--- config.mk ---
export PLATFORM = sky130hd
export DESIGN_NAME = divcfg_top
export DESIGN_NICKNAME = d
export VERILOG_FILES = /design/src/rtl/divcfg_pkg.sv /design/src/rtl/divcfg_sync.sv /design/src/rtl/divcfg_edge.sv /design/src/rtl/divcfg_shreg.sv /design/src/rtl/divcfg_top.sv
export SDC_FILE = /design/constraint.sdc
export NUM_CORES = 1
export LEC_CHECK = 0
export BUFFER_PORTS_ARGS = -buffer_cell sky130_fd_sc_hd__buf_2
export CAP_MARGIN = 20
export CORE_MARGIN = 4
export CORE_UTILIZATION = 52
export DETAILED_ROUTE_END_ITERATION = 8
export PLACE_DENSITY = 0.74
export REMOVE_ABC_BUFFERS = 1
export SLEW_MARGIN = 20
export SYNTH_ARGS = -nofsm -noshare
export SYNTH_HDL_FRONTEND = slang
export SYNTH_SLANG_ARGS = --single-unit
--- constraint.sdc ---
create_clock -name clk -period 5.1 [get_ports clk]
set_input_delay 1.02 -clock clk [delete_from_list [all_inputs] [get_ports clk]]
set_output_delay 1.02 -clock clk [all_outputs]
set_load 0.02 [all_outputs]
--- src/rtl/divcfg_pkg.sv ---
package divcfg_pkg;
  parameter int unsigned M_W     = 9;
  parameter int unsigned N_W     = 2;
  parameter int unsigned T_W     = 3;
  parameter int unsigned RATIO_W = 4;
  localparam int unsigned FRAME_W = T_W + N_W + M_W;

  typedef struct packed {
    logic [T_W-1:0] t;
    logic [N_W-1:0] n;
    logic [M_W-1:0] m;
  } cfg_t;

  localparam cfg_t CFG_RST = '{t: '0, n: '1, m: '1};

  function automatic logic [RATIO_W-1:0] ratio_of(input logic [N_W-1:0] code);
    logic [RATIO_W-1:0] r;
    unique case (code)
      2'b00:   r = 4'b0010;
      2'b01:   r = 4'b0100;
      2'b10:   r = 4'b1000;
      default: r = 4'b0001;
    endcase
    return r;
  endfunction
endpackage

--- src/rtl/divcfg_sync.sv ---
module divcfg_sync #(
  parameter int unsigned W      = 1,
  parameter int unsigned STAGES = 2,
  parameter logic [W-1:0] RST_VAL = '0
) (
  input  logic         clk,
  input  logic         rst,
  input  logic [W-1:0] d,
  output logic [W-1:0] q
);
  logic [W-1:0] stg [STAGES];

  generate
    for (genvar i = 0; i < STAGES; i++) begin : g_stage
      always_ff @(posedge clk) begin
        if (rst) stg[i] <= RST_VAL;
        else if (i == 0) stg[i] <= d;
        else stg[i] <= stg[(i == 0) ? 0 : i-1];
      end
    end
  endgenerate

  assign q = stg[STAGES-1];
endmodule

--- src/rtl/divcfg_edge.sv ---
module divcfg_edge #(
  parameter int unsigned W = 1,
  parameter logic [W-1:0] RST_VAL = '0
) (
  input  logic         clk,
  input  logic         rst,
  input  logic [W-1:0] lvl,
  output logic [W-1:0] rise,
  output logic [W-1:0] fall
);
  logic [W-1:0] prev;

  always_ff @(posedge clk) begin
    if (rst) prev <= RST_VAL;
    else     prev <= lvl;
  end

  assign rise = lvl & ~prev;
  assign fall = ~lvl & prev;
endmodule

--- src/rtl/divcfg_shreg.sv ---
module divcfg_shreg #(
  parameter int unsigned W = 14
) (
  input  logic         clk,
  input  logic         rst,
  input  logic         shift,
  input  logic         din,
  output logic [W-1:0] q,
  output logic [W-1:0] q_nxt
);
  assign q_nxt = {q[W-2:0], din};

  always_ff @(posedge clk) begin
    if (rst)        q <= '0;
    else if (shift) q <= q_nxt;
  end
endmodule

--- src/rtl/divcfg_top.sv ---
module divcfg_top
  import divcfg_pkg::*;
#(
  parameter int unsigned M_LO        = 125,
  parameter int unsigned M_HI        = 350,
  parameter int unsigned SYNC_STAGES = 2
) (
  input  logic               clk,
  input  logic               rst,
  input  logic               pload_n,
  input  logic [M_W-1:0]     par_m,
  input  logic [N_W-1:0]     par_n,
  input  logic               sclk,
  input  logic               sdata,
  input  logic               sload,
  output logic [M_W-1:0]     m_act,
  output logic [N_W-1:0]     n_act,
  output logic [T_W-1:0]     t_act,
  output logic [RATIO_W-1:0] div_ratio,
  output logic               m_flag,
  output logic               test_out
);
  localparam int unsigned CTL_W = 4;
  localparam int unsigned BUS_W = M_W + N_W;
  localparam logic RST_FLAG = (int'(CFG_RST.m) < M_LO) || (int'(CFG_RST.m) > M_HI);

  // control lines: {pload_n, sload, sclk, sdata}
  logic [CTL_W-1:0] ctl_s;
  logic [BUS_W-1:0] bus_s;
  logic pl_s, sl_s, sc_s, sd_s;
  logic [2:0] ed_rise, ed_fall;
  logic sl_rise, sc_rise, shift_en;
  logic [FRAME_W-1:0] sr_q, sr_nxt;
  cfg_t cur, nxt;

  divcfg_sync #(.W(CTL_W), .STAGES(SYNC_STAGES), .RST_VAL(4'b1000)) u_sync_ctl (
    .clk(clk), .rst(rst), .d({pload_n, sload, sclk, sdata}), .q(ctl_s));

  divcfg_sync #(.W(BUS_W), .STAGES(SYNC_STAGES), .RST_VAL({BUS_W{1'b1}})) u_sync_bus (
    .clk(clk), .rst(rst), .d({par_n, par_m}), .q(bus_s));

  assign {pl_s, sl_s, sc_s, sd_s} = ctl_s;

  divcfg_edge #(.W(3), .RST_VAL(3'b100)) u_edge (
    .clk(clk), .rst(rst), .lvl({pl_s, sl_s, sc_s}), .rise(ed_rise), .fall(ed_fall));

  assign sl_rise  = ed_rise[1];
  assign sc_rise  = ed_rise[0];
  assign shift_en = sc_rise & pl_s;

  divcfg_shreg #(.W(FRAME_W)) u_shreg (
    .clk(clk), .rst(rst), .shift(shift_en), .din(sd_s), .q(sr_q), .q_nxt(sr_nxt));

  always_comb begin
    nxt = cur;
    if (!pl_s) begin
      nxt.m = bus_s[M_W-1:0];
      nxt.n = bus_s[BUS_W-1:M_W];
      nxt.t = '0;
    end else if (sl_rise) begin
      nxt = cfg_t'(sr_q);
    end else if (sl_s && shift_en) begin
      nxt = cfg_t'(sr_nxt);
    end
  end

  always_ff @(posedge clk) begin
    if (rst) begin
      cur       <= CFG_RST;
      m_flag    <= RST_FLAG;
      div_ratio <= ratio_of(CFG_RST.n);
    end else begin
      cur       <= nxt;
      m_flag    <= (int'(nxt.m) < M_LO) || (int'(nxt.m) > M_HI);
      div_ratio <= ratio_of(nxt.n);
    end
  end

  assign m_act    = cur.m;
  assign n_act    = cur.n;
  assign t_act    = cur.t;
  assign test_out = (cur.t == '0) ? sr_q[FRAME_W-1] : 1'b0;
endmodule

==> results of run 1 <==
==> flip-flops by register name, indices dropped and copies added, names as in the netlist <==
| register | count |
|---|---|
| u_shreg.q | 14 |
| u_edge.prev | 2 |
| m_act | 9 |
| t_act | 3 |
| n_act | 2 |
| m_flag | 1 |
| u_sync_ctl.stg | 8 |
| div_ratio | 4 |
| u_sync_bus.stg | 22 |
==> area by class of cell <==
class | count | share of cell area [%]
Multi-Input combinational cell | 168 | 36.00
Inverter | 4 | 0.5574
Sequential cell | 65 | 48.30
Clock buffer | 14 | 6.038
Tap cell | 52 | 2.415
Timing Repair Buffer | 36 | 6.688
==> synth_stat cells <==
library cell	instances
sky130_fd_sc_hd__dfxtp_1	65
sky130_fd_sc_hd__nand2_1	40
sky130_fd_sc_hd__or2_2	30
sky130_fd_sc_hd__a21oi_1	22
sky130_fd_sc_hd__o21ai_0	12
sky130_fd_sc_hd__nor2_1	11
sky130_fd_sc_hd__nor2b_1	10
sky130_fd_sc_hd__clkbuf_1	8
sky130_fd_sc_hd__mux2i_1	8
sky130_fd_sc_hd__a2bb2oi_1	5
sky130_fd_sc_hd__inv_1	4
sky130_fd_sc_hd__nand3_1	4
sky130_fd_sc_hd__nand4_1	4
sky130_fd_sc_hd__buf_2	3
sky130_fd_sc_hd__a31oi_1	2
sky130_fd_sc_hd__and2_1	2
sky130_fd_sc_hd__buf_6	2
sky130_fd_sc_hd__nor4b_1	2
sky130_fd_sc_hd__o21ai_1	2
sky130_fd_sc_hd__a21oi_2	1
sky130_fd_sc_hd__a41oi_2	1
sky130_fd_sc_hd__and3b_1	1
sky130_fd_sc_hd__buf_4	1
sky130_fd_sc_hd__buf_8	1
sky130_fd_sc_hd__nand2b_1	1
sky130_fd_sc_hd__nand2b_2	1
sky130_fd_sc_hd__nand3b_1	1
sky130_fd_sc_hd__nand4b_4	1
sky130_fd_sc_hd__nor3b_1	1
sky130_fd_sc_hd__o211a_1	1
sky130_fd_sc_hd__o221a_2	1
sky130_fd_sc_hd__o22ai_1	1
sky130_fd_sc_hd__or2b_1	1
sky130_fd_sc_hd__or3_1	1
sky130_fd_sc_hd__or4_1	1
==> routing by layer <==
| metal | global-route usage (%) | vias to the layer above |
|---|---|---|
| li1 | - | 905 |
| met1 | 19.80 | 846 |
| met2 | 27.04 | 53 |
| met3 | 6.464 | 12 |
| met4 | 11.65 | 0 |
| met5 | 0 | - |
==> report_power, final <==
| part | switching [mW] | internal (mW) |
|---|---|---|
| Sequential | 0.0114 | 0.530 |
| Clock | 0.167 | 0.198 |
| Combinational | 0.0501 | 0.0364 |
==> worst max-delay path: stages, from the launching register on <==
cell and delay (ns):
sky130_fd_sc_hd__dfxtp_1 0.81, sky130_fd_sc_hd__and3b_1 0.64, sky130_fd_sc_hd__nand4_1 0.19, sky130_fd_sc_hd__a41oi_2 0.27, sky130_fd_sc_hd__o22ai_1 0.10, sky130_fd_sc_hd__o211a_1 0.21, sky130_fd_sc_hd__or4_1 0.38
==> cells by family (layout without fill, tap and decap cells) <==
logic type	count (synthesis)	after routing
AO/OA/AOI/OAI	48	48
buffers and inverters	19	54
multiplexers	8	8
flip-flops	65	65
AND/OR/NAND/NOR	112	112
==> worst max path at each step <==
stage	start	end	slack, ns	depth (start not counted)
2_1_floorplan	u_sync_ctl.stg[1][3]	m_flag	2.85	6
3_3_place_gp	u_sync_ctl.stg[1][3]	m_flag	2.53	6
3_5_place_dp	u_sync_ctl.stg[1][3]	m_flag	2.46	6
4_1_cts	u_sync_ctl.stg[1][3]	m_flag	2.42	6
5_1_grt	u_sync_ctl.stg[1][3]	m_flag	2.16	6
6_report	u_sync_ctl.stg[1][3]	m_flag	2.37	6
==> cells in the final DEF, fill, tap and decap left out, types with 2 or more instances in the layout <==
master,netlist,final
sky130_fd_sc_hd__a21oi_1,22,22
sky130_fd_sc_hd__a2bb2oi_1,5,5
sky130_fd_sc_hd__a31oi_1,2,2
sky130_fd_sc_hd__and2_1,2,2
sky130_fd_sc_hd__buf_2,3,36
sky130_fd_sc_hd__clkbuf_1,8,3
sky130_fd_sc_hd__clkbuf_8,0,11
sky130_fd_sc_hd__dfxtp_1,65,65
sky130_fd_sc_hd__inv_1,4,4
sky130_fd_sc_hd__mux2i_1,8,8
sky130_fd_sc_hd__nand2_1,40,40
sky130_fd_sc_hd__nand3_1,4,4
sky130_fd_sc_hd__nand4_1,4,4
sky130_fd_sc_hd__nor2_1,11,11
sky130_fd_sc_hd__nor2b_1,10,10
sky130_fd_sc_hd__nor4b_1,2,2
sky130_fd_sc_hd__o21ai_0,12,12
sky130_fd_sc_hd__o21ai_1,2,2
sky130_fd_sc_hd__or2_2,30,30
==> flow_summary_export.csv, run 1 <==
group,metric,value,unit
timing,layout_worst_path_cycle_share,53.47,%
yosys,synth_largest_type_area_fraction,54.77,%
worst_setup_path,critical_path_arrival,2.93,ns
finish,sequential_cell_area,1301,um^2
worst_hold_path,hold_path_depth,1,
yosys,syn_area_per_cell,9.429,um^2
place,place_worst_setup_slack,2.457,ns
place,portBuffers,36,
clock_tree,post_cts_hold_buffer_count,0,
place,globalplace.congestion,0.7477,
finish,multi_input_gate_area_in_the_final_layout,969.7,um^2
place,dpl.cell_count,325,
run_status,status,"finished clean",
yosys,synth-warning-count,0,
detailed_routing,drt_first_iter_violations,102,
detailed_routing,routed_met3_length,324,um
clock_tree,cts_buffer_depth,2,
timing,rsz_0062_raised_after_global_routing,"no",
place,hpwlAfterDp,2792,um
finish,finish.net_count,301,
yosys,synth_sequential_area_ratio,54.77,%
finish,fraction_of_final_layout_cells_sized_beyond_drive_strength_1,28.57,%
worst_setup_path,worstRegToRegCells,6,
yosys,synthesis.instances,252,
die,core,4384,um^2
yosys,synth.area.top_cells,"sky130_fd_sc_hd__dfxtp_1 55%, sky130_fd_sc_hd__or2_2 7.9%, sky130_fd_sc_hd__nand2_1 6.3%",
yosys,synth.mux.area_fraction,3.370,%
detailed_routing,drt-met1-wl,1956,um
finish,final_core_util,61.44,%
clock_tree,h-tree-depth,3,
global_routing,globalRouteTotalUtil,17.35,%
worst_setup_path,worstReg2RegStart,"u_sync_ctl.stg[1][3]",
place,placed_cell_area,2531,um^2
global_routing,via_count_of_the_first_global_routing_pass,1638,
power,cellLeakagePower,1.124,nW
clock_tree,number_of_post_cts_setup_repair_buffers,0,
finish,num_antenna_cells,0,
timing,worst_setup_slack_after_layout,2.373,ns
yosys,synth_compound_area_share,12.16,%
detailed_routing,post-route-drc-count,0,
finish,layout.cells.non_filler,339,
timing,max_freq,366.7,MHz
timing,final_period_minus_worst_setup_slack,2.727,ns
worst_hold_path,worst_hold_start,"u_sync_bus.stg[0][8]",
yosys,synth_seq_cells,65,
clock_tree,clk_pin_slew,0.06,ns
worst_setup_path,worstPathRequired,5.31,ns
timing,max_slew.worst_pin.slew,0.8777,ns
worst_hold_path,timing.hold.worst.class,"reg2reg",
timing,finalHoldWorstSlack,0.4063,ns
worst_setup_path,critical_path.reg2reg.endpoint,"m_flag",
power,post-layout-total-power,0.9929,mW
die,design.portCount,37,
detailed_routing,first_pass_iters,4,
timing,timing.final.max_slew_violations,0,
timing,timing_hold_violations_final,0,
die,fp.dieArea,5715,um^2
clock_tree,tritoncts.num_buffers,9,
power,ir_drop,0.0002533,V
detailed_routing,drt-vias-per-instance,5.357,
finish,layout_cell_area_excl_fill,2694,um^2
detailed_routing,wl_per_cell,13.02,um
detailed_routing,wirelength,4414,um
worst_setup_path,critical_path_class,"reg2reg",
clock_tree,cts.sinks,65,
die,fp.dieH,75.60,um
yosys,post_synth_instance_area,2376,um^2
worst_hold_path,end_point_of_the_most_critical_hold_path,"u_sync_bus.stg[1][8]",
timing,slew_headroom,41.48,%
clock_tree,ctsRootBufferMaster,"sky130_fd_sc_hd__clkbuf_8",
yosys,synth_simple_gate_area_share,25.28,%
worst_setup_path,rrSetupSlack,2.37,ns
worst_setup_path,crit_path_start_kind,"flip-flop",
detailed_routing,route.top_layer_used,"met4",
finish,synthToLayoutAreaGrowth,13.38,%
timing,setup_viol_count_final,0,
flow_run,max-cap-violations,0,
worst_setup_path,endpoint_kind,"flip-flop",
finish,num-fill-cells,416,
clock_tree,ctsResizeCount,0,
yosys,yosysUniqueCellTypes,35,
timing,fin_clk_skew,0.003620,ns
die,floorplan.initialDensity,54.20,%
yosys,synth_top_family_by_area,"simple AND/OR/NAND/NOR gates",
die,rows,24,
global_routing,grt_first_pass_wirelength,7210,um
clock_tree,cts_tree,"yes",
yosys,synthAdderAreaFrac,0,%
detailed_routing,metal2_wl,2012,um
die,dieWidth,75.60,um
global_routing,antenna_found_initial,0,
detailed_routing,routed_vias,1816,
detailed_routing,detail-route-antenna-nets,0,
yosys,synth.largest_area_cell,"sky130_fd_sc_hd__dfxtp_1",
timing,tns,0,ns
global_routing,grt_max_degree,60,
clock_tree,worst_skew_pair_later_pin_latency,0.33,ns
global_routing,globalRouteOverflowTotal,0,
yosys,post_synth_xor_area_fraction,0,%
power,power_dens_cells,368.6,nW/um^2
worst_setup_path,timing.critical_path.fanout_max,19,
Power figures use the tool's default switching activity.
==> run 2: changes to the inputs <==
==> constraint.sdc (replaced) <==
create_clock -name clk -period 2.8 [get_ports clk]
set_input_delay 0.56 -clock clk [delete_from_list [all_inputs] [get_ports clk]]
set_output_delay 0.56 -clock clk [all_outputs]
set_load 0.02 [all_outputs]
==> run 2 against run 1 <==
  * Combinational power is 87% higher
  * Worst setup slack got worse by 1.9 ns
  * Sequential power grew 81%
  * Cell count up 1.2%
  * Cell area grew 4.3%
  * Non-clock buffer count rose by 2
  * Die area did not move
  * Maximum frequency up 20%
  * Wire length is 3.9% higher
  * Sequential share of layout area fell by 2.0 points
  * Critical path type unchanged
  * Critical endpoint unchanged
  * Largest cell class unchanged
  * Highest routed layer unchanged
==> flow_summary_export.csv, run 2 (synthesized netlist as in run 1, its figures left out) <==
group,metric,value,unit
run_status,status,"finished clean",
detailed_routing,post-route-drc-count,0,
clock_tree,clk_pin_slew,0.07,ns
global_routing,globalRouteTotalUtil,17.74,%
place,portBuffers,36,
worst_setup_path,critical_path_class,"reg2reg",
detailed_routing,first_pass_iters,5,
die,floorplan.initialDensity,54.20,%
clock_tree,h-tree-depth,3,
power,ir_drop,0.0004937,V
finish,finish.net_count,303,
worst_setup_path,timing.critical_path.from,"u_edge.prev[1]",
clock_tree,worst_skew_pair_later_pin_latency,0.34,ns
finish,top_register,"u_sync_bus.stg",
detailed_routing,drt_first_iter_violations,136,
worst_setup_path,critical_path.reg2reg.endpoint,"m_flag",
global_routing,grt_max_degree,60,
global_routing,grt_first_pass_wirelength,7500,um
worst_setup_path,rrSetupSlack,0.52,ns
power,cellLeakagePower,1.180,nW
worst_setup_path,critical_path_arrival,2.49,ns
worst_setup_path,crit_path_start_kind,"flip-flop",
detailed_routing,routed_vias,1781,
place,hpwlAfterDp,2939,um
worst_setup_path,worstReg2RegStart,"u_edge.prev[1]",
detailed_routing,drt-vias-per-instance,5.192,
timing,max_slew.worst_pin.slew,0.8622,ns
detailed_routing,wl_per_cell,13.37,um
die,design.portCount,37,
detailed_routing,wirelength,4585,um
clock_tree,cts_tree,"yes",
die,fp.dieH,75.60,um
clock_tree,tritoncts.num_buffers,9,
finish,layout.cells.most_common_list,"65 x sky130_fd_sc_hd__dfxtp_1, 40 x sky130_fd_sc_hd__nand2_1, 36 x sky130_fd_sc_hd__buf_2",
clock_tree,post_cts_hold_buffer_count,0,
worst_setup_path,crit_end,"m_flag",
worst_setup_path,timing.critical_path.fanout_max,14,
timing,layout_worst_path_cycle_share,81.48,%
finish,synthToLayoutAreaGrowth,18.22,%
timing,timing_hold_violations_final,0,
clock_tree,ctsRootBufferMaster,"sky130_fd_sc_hd__clkbuf_8",
global_routing,globalRouteOverflowTotal,0,
global_routing,via_count_of_the_first_global_routing_pass,1618,
clock_tree,number_of_post_cts_setup_repair_buffers,0,
timing,setup_viol_count_final,0,
finish,layout_cell_area_excl_fill,2809,um^2
clock_tree,cts_buffer_depth,2,
worst_setup_path,worstRegToRegCells,6,
timing,tns,0,ns
timing,max_freq,438.3,MHz
timing,slew_headroom,42.52,%
die,core,4384,um^2
worst_setup_path,worstPathRequired,3.01,ns
finish,layout.cells.most_common,"sky130_fd_sc_hd__dfxtp_1",
power,power_dens_cells,767.3,nW/um^2
finish,largest_register_ff_count,22,
worst_hold_path,timing.hold.worst.class,"in2reg",
timing,fin_clk_skew,0.007765,ns
timing,rsz_0062_raised_after_global_routing,"no",
timing,final_period_minus_worst_setup_slack,2.281,ns
flow_run,max-cap-violations,0,
finish,fraction_of_final_layout_cells_sized_beyond_drive_strength_1,30.58,%
die,dieWidth,75.60,um
clock_tree,ctsResizeCount,0,
finish,num_antenna_cells,0,
die,fp.dieArea,5715,um^2
worst_setup_path,endpoint_kind,"flip-flop",
die,rows,24,
clock_tree,cts.sinks,65,
global_routing,antenna_found_initial,0,
place,globalplace.congestion,0.8756,
place,placed_cell_area,2546,um^2
timing,timing.final.max_slew_violations,0,
finish,num-fill-cells,373,
detailed_routing,detail-route-antenna-nets,0,
-- run 2: cell types whose count changed in the layout (fill, tap and decap cells not counted), sizes merged --
| cell | delta |
|---|---|
| buf | +2 |
| bufinv | +3 |
| clkbuf | -2 |
| clkinvlp | +1 |
-- run 2: area by class of cell --
cell class,count,area (um^2),area share (%)
flip-flops and latches,65,1301,46.33
multi-input cells,168,969.7,34.52
repair buffers,38,195.2,6.949
clock buffers,12,165.2,5.880
clock inverters,4,97.59,3.474
well taps,52,65.06,2.316
inverters,4,15.01,0.5345
-- run 2: worst min-delay path by stage --
stage / from / to / depth (start not counted)
after global routing: par_n[0] / u_sync_bus.stg[0][9] / 2
after detailed placement: u_sync_bus.stg[0][6] / u_sync_bus.stg[1][6] / 1
final: par_n[1] / u_sync_bus.stg[0][10] / 2
after CTS: par_n[1] / u_sync_bus.stg[0][10] / 2
after floorplan: u_sync_bus.stg[0][0] / u_sync_bus.stg[1][0] / 1
after global placement: u_sync_bus.stg[0][5] / u_sync_bus.stg[1][5] / 1
-- run 2: per-layer routing --
layer / up-vias / global-route usage [%] / wire (um)
li1: 906 / - / -
met3: 10 / 4.881 / 336
met1: 814 / 22.38 / 2042
met5: - / 0 / 0
met2: 51 / 27.23 / 2096
met4: 0 / 10.29 / 109
-- run 2: through the flow --
stage | instances | util (%) | power [mW] | hold slack (ns) | setup slack [ns]
4_1_cts | 343 | 64.07 | 2.171 | 0.3873 | 0.5355
2_1_floorplan | 237 | - | 1.105 | 0.3895 | 0.5456
6_report | 343 | 64.07 | 2.155 | 0.4010 | 0.5185
5_1_grt | 343 | 64.07 | 2.238 | 0.3930 | 0.3415
3_3_place_gp | 327 | 58.08 | 1.165 | 0.3904 | 0.6322
3_5_place_dp | 327 | 58.08 | 1.166 | 0.3934 | 0.5589
-- run 2: critical path, cell delays in order, from the launching register on --
cell and delay, ns:
sky130_fd_sc_hd__dfxtp_1 0.50, sky130_fd_sc_hd__nand2b_2 0.37, sky130_fd_sc_hd__nand2_1 0.20, sky130_fd_sc_hd__o21ai_0 0.26, sky130_fd_sc_hd__nand4_1 0.19, sky130_fd_sc_hd__o211a_1 0.26, sky130_fd_sc_hd__or4_1 0.39
-- run 2: where the power goes --
part | internal [mW] | total, mW | switching [mW]
sequential | 0.965 | 0.983 | 0.0182
combinational | 0.0677 | 0.162 | 0.0945
clock | 0.664 | 1.01 | 0.345
total | 1.70 | 2.16 | 0.458
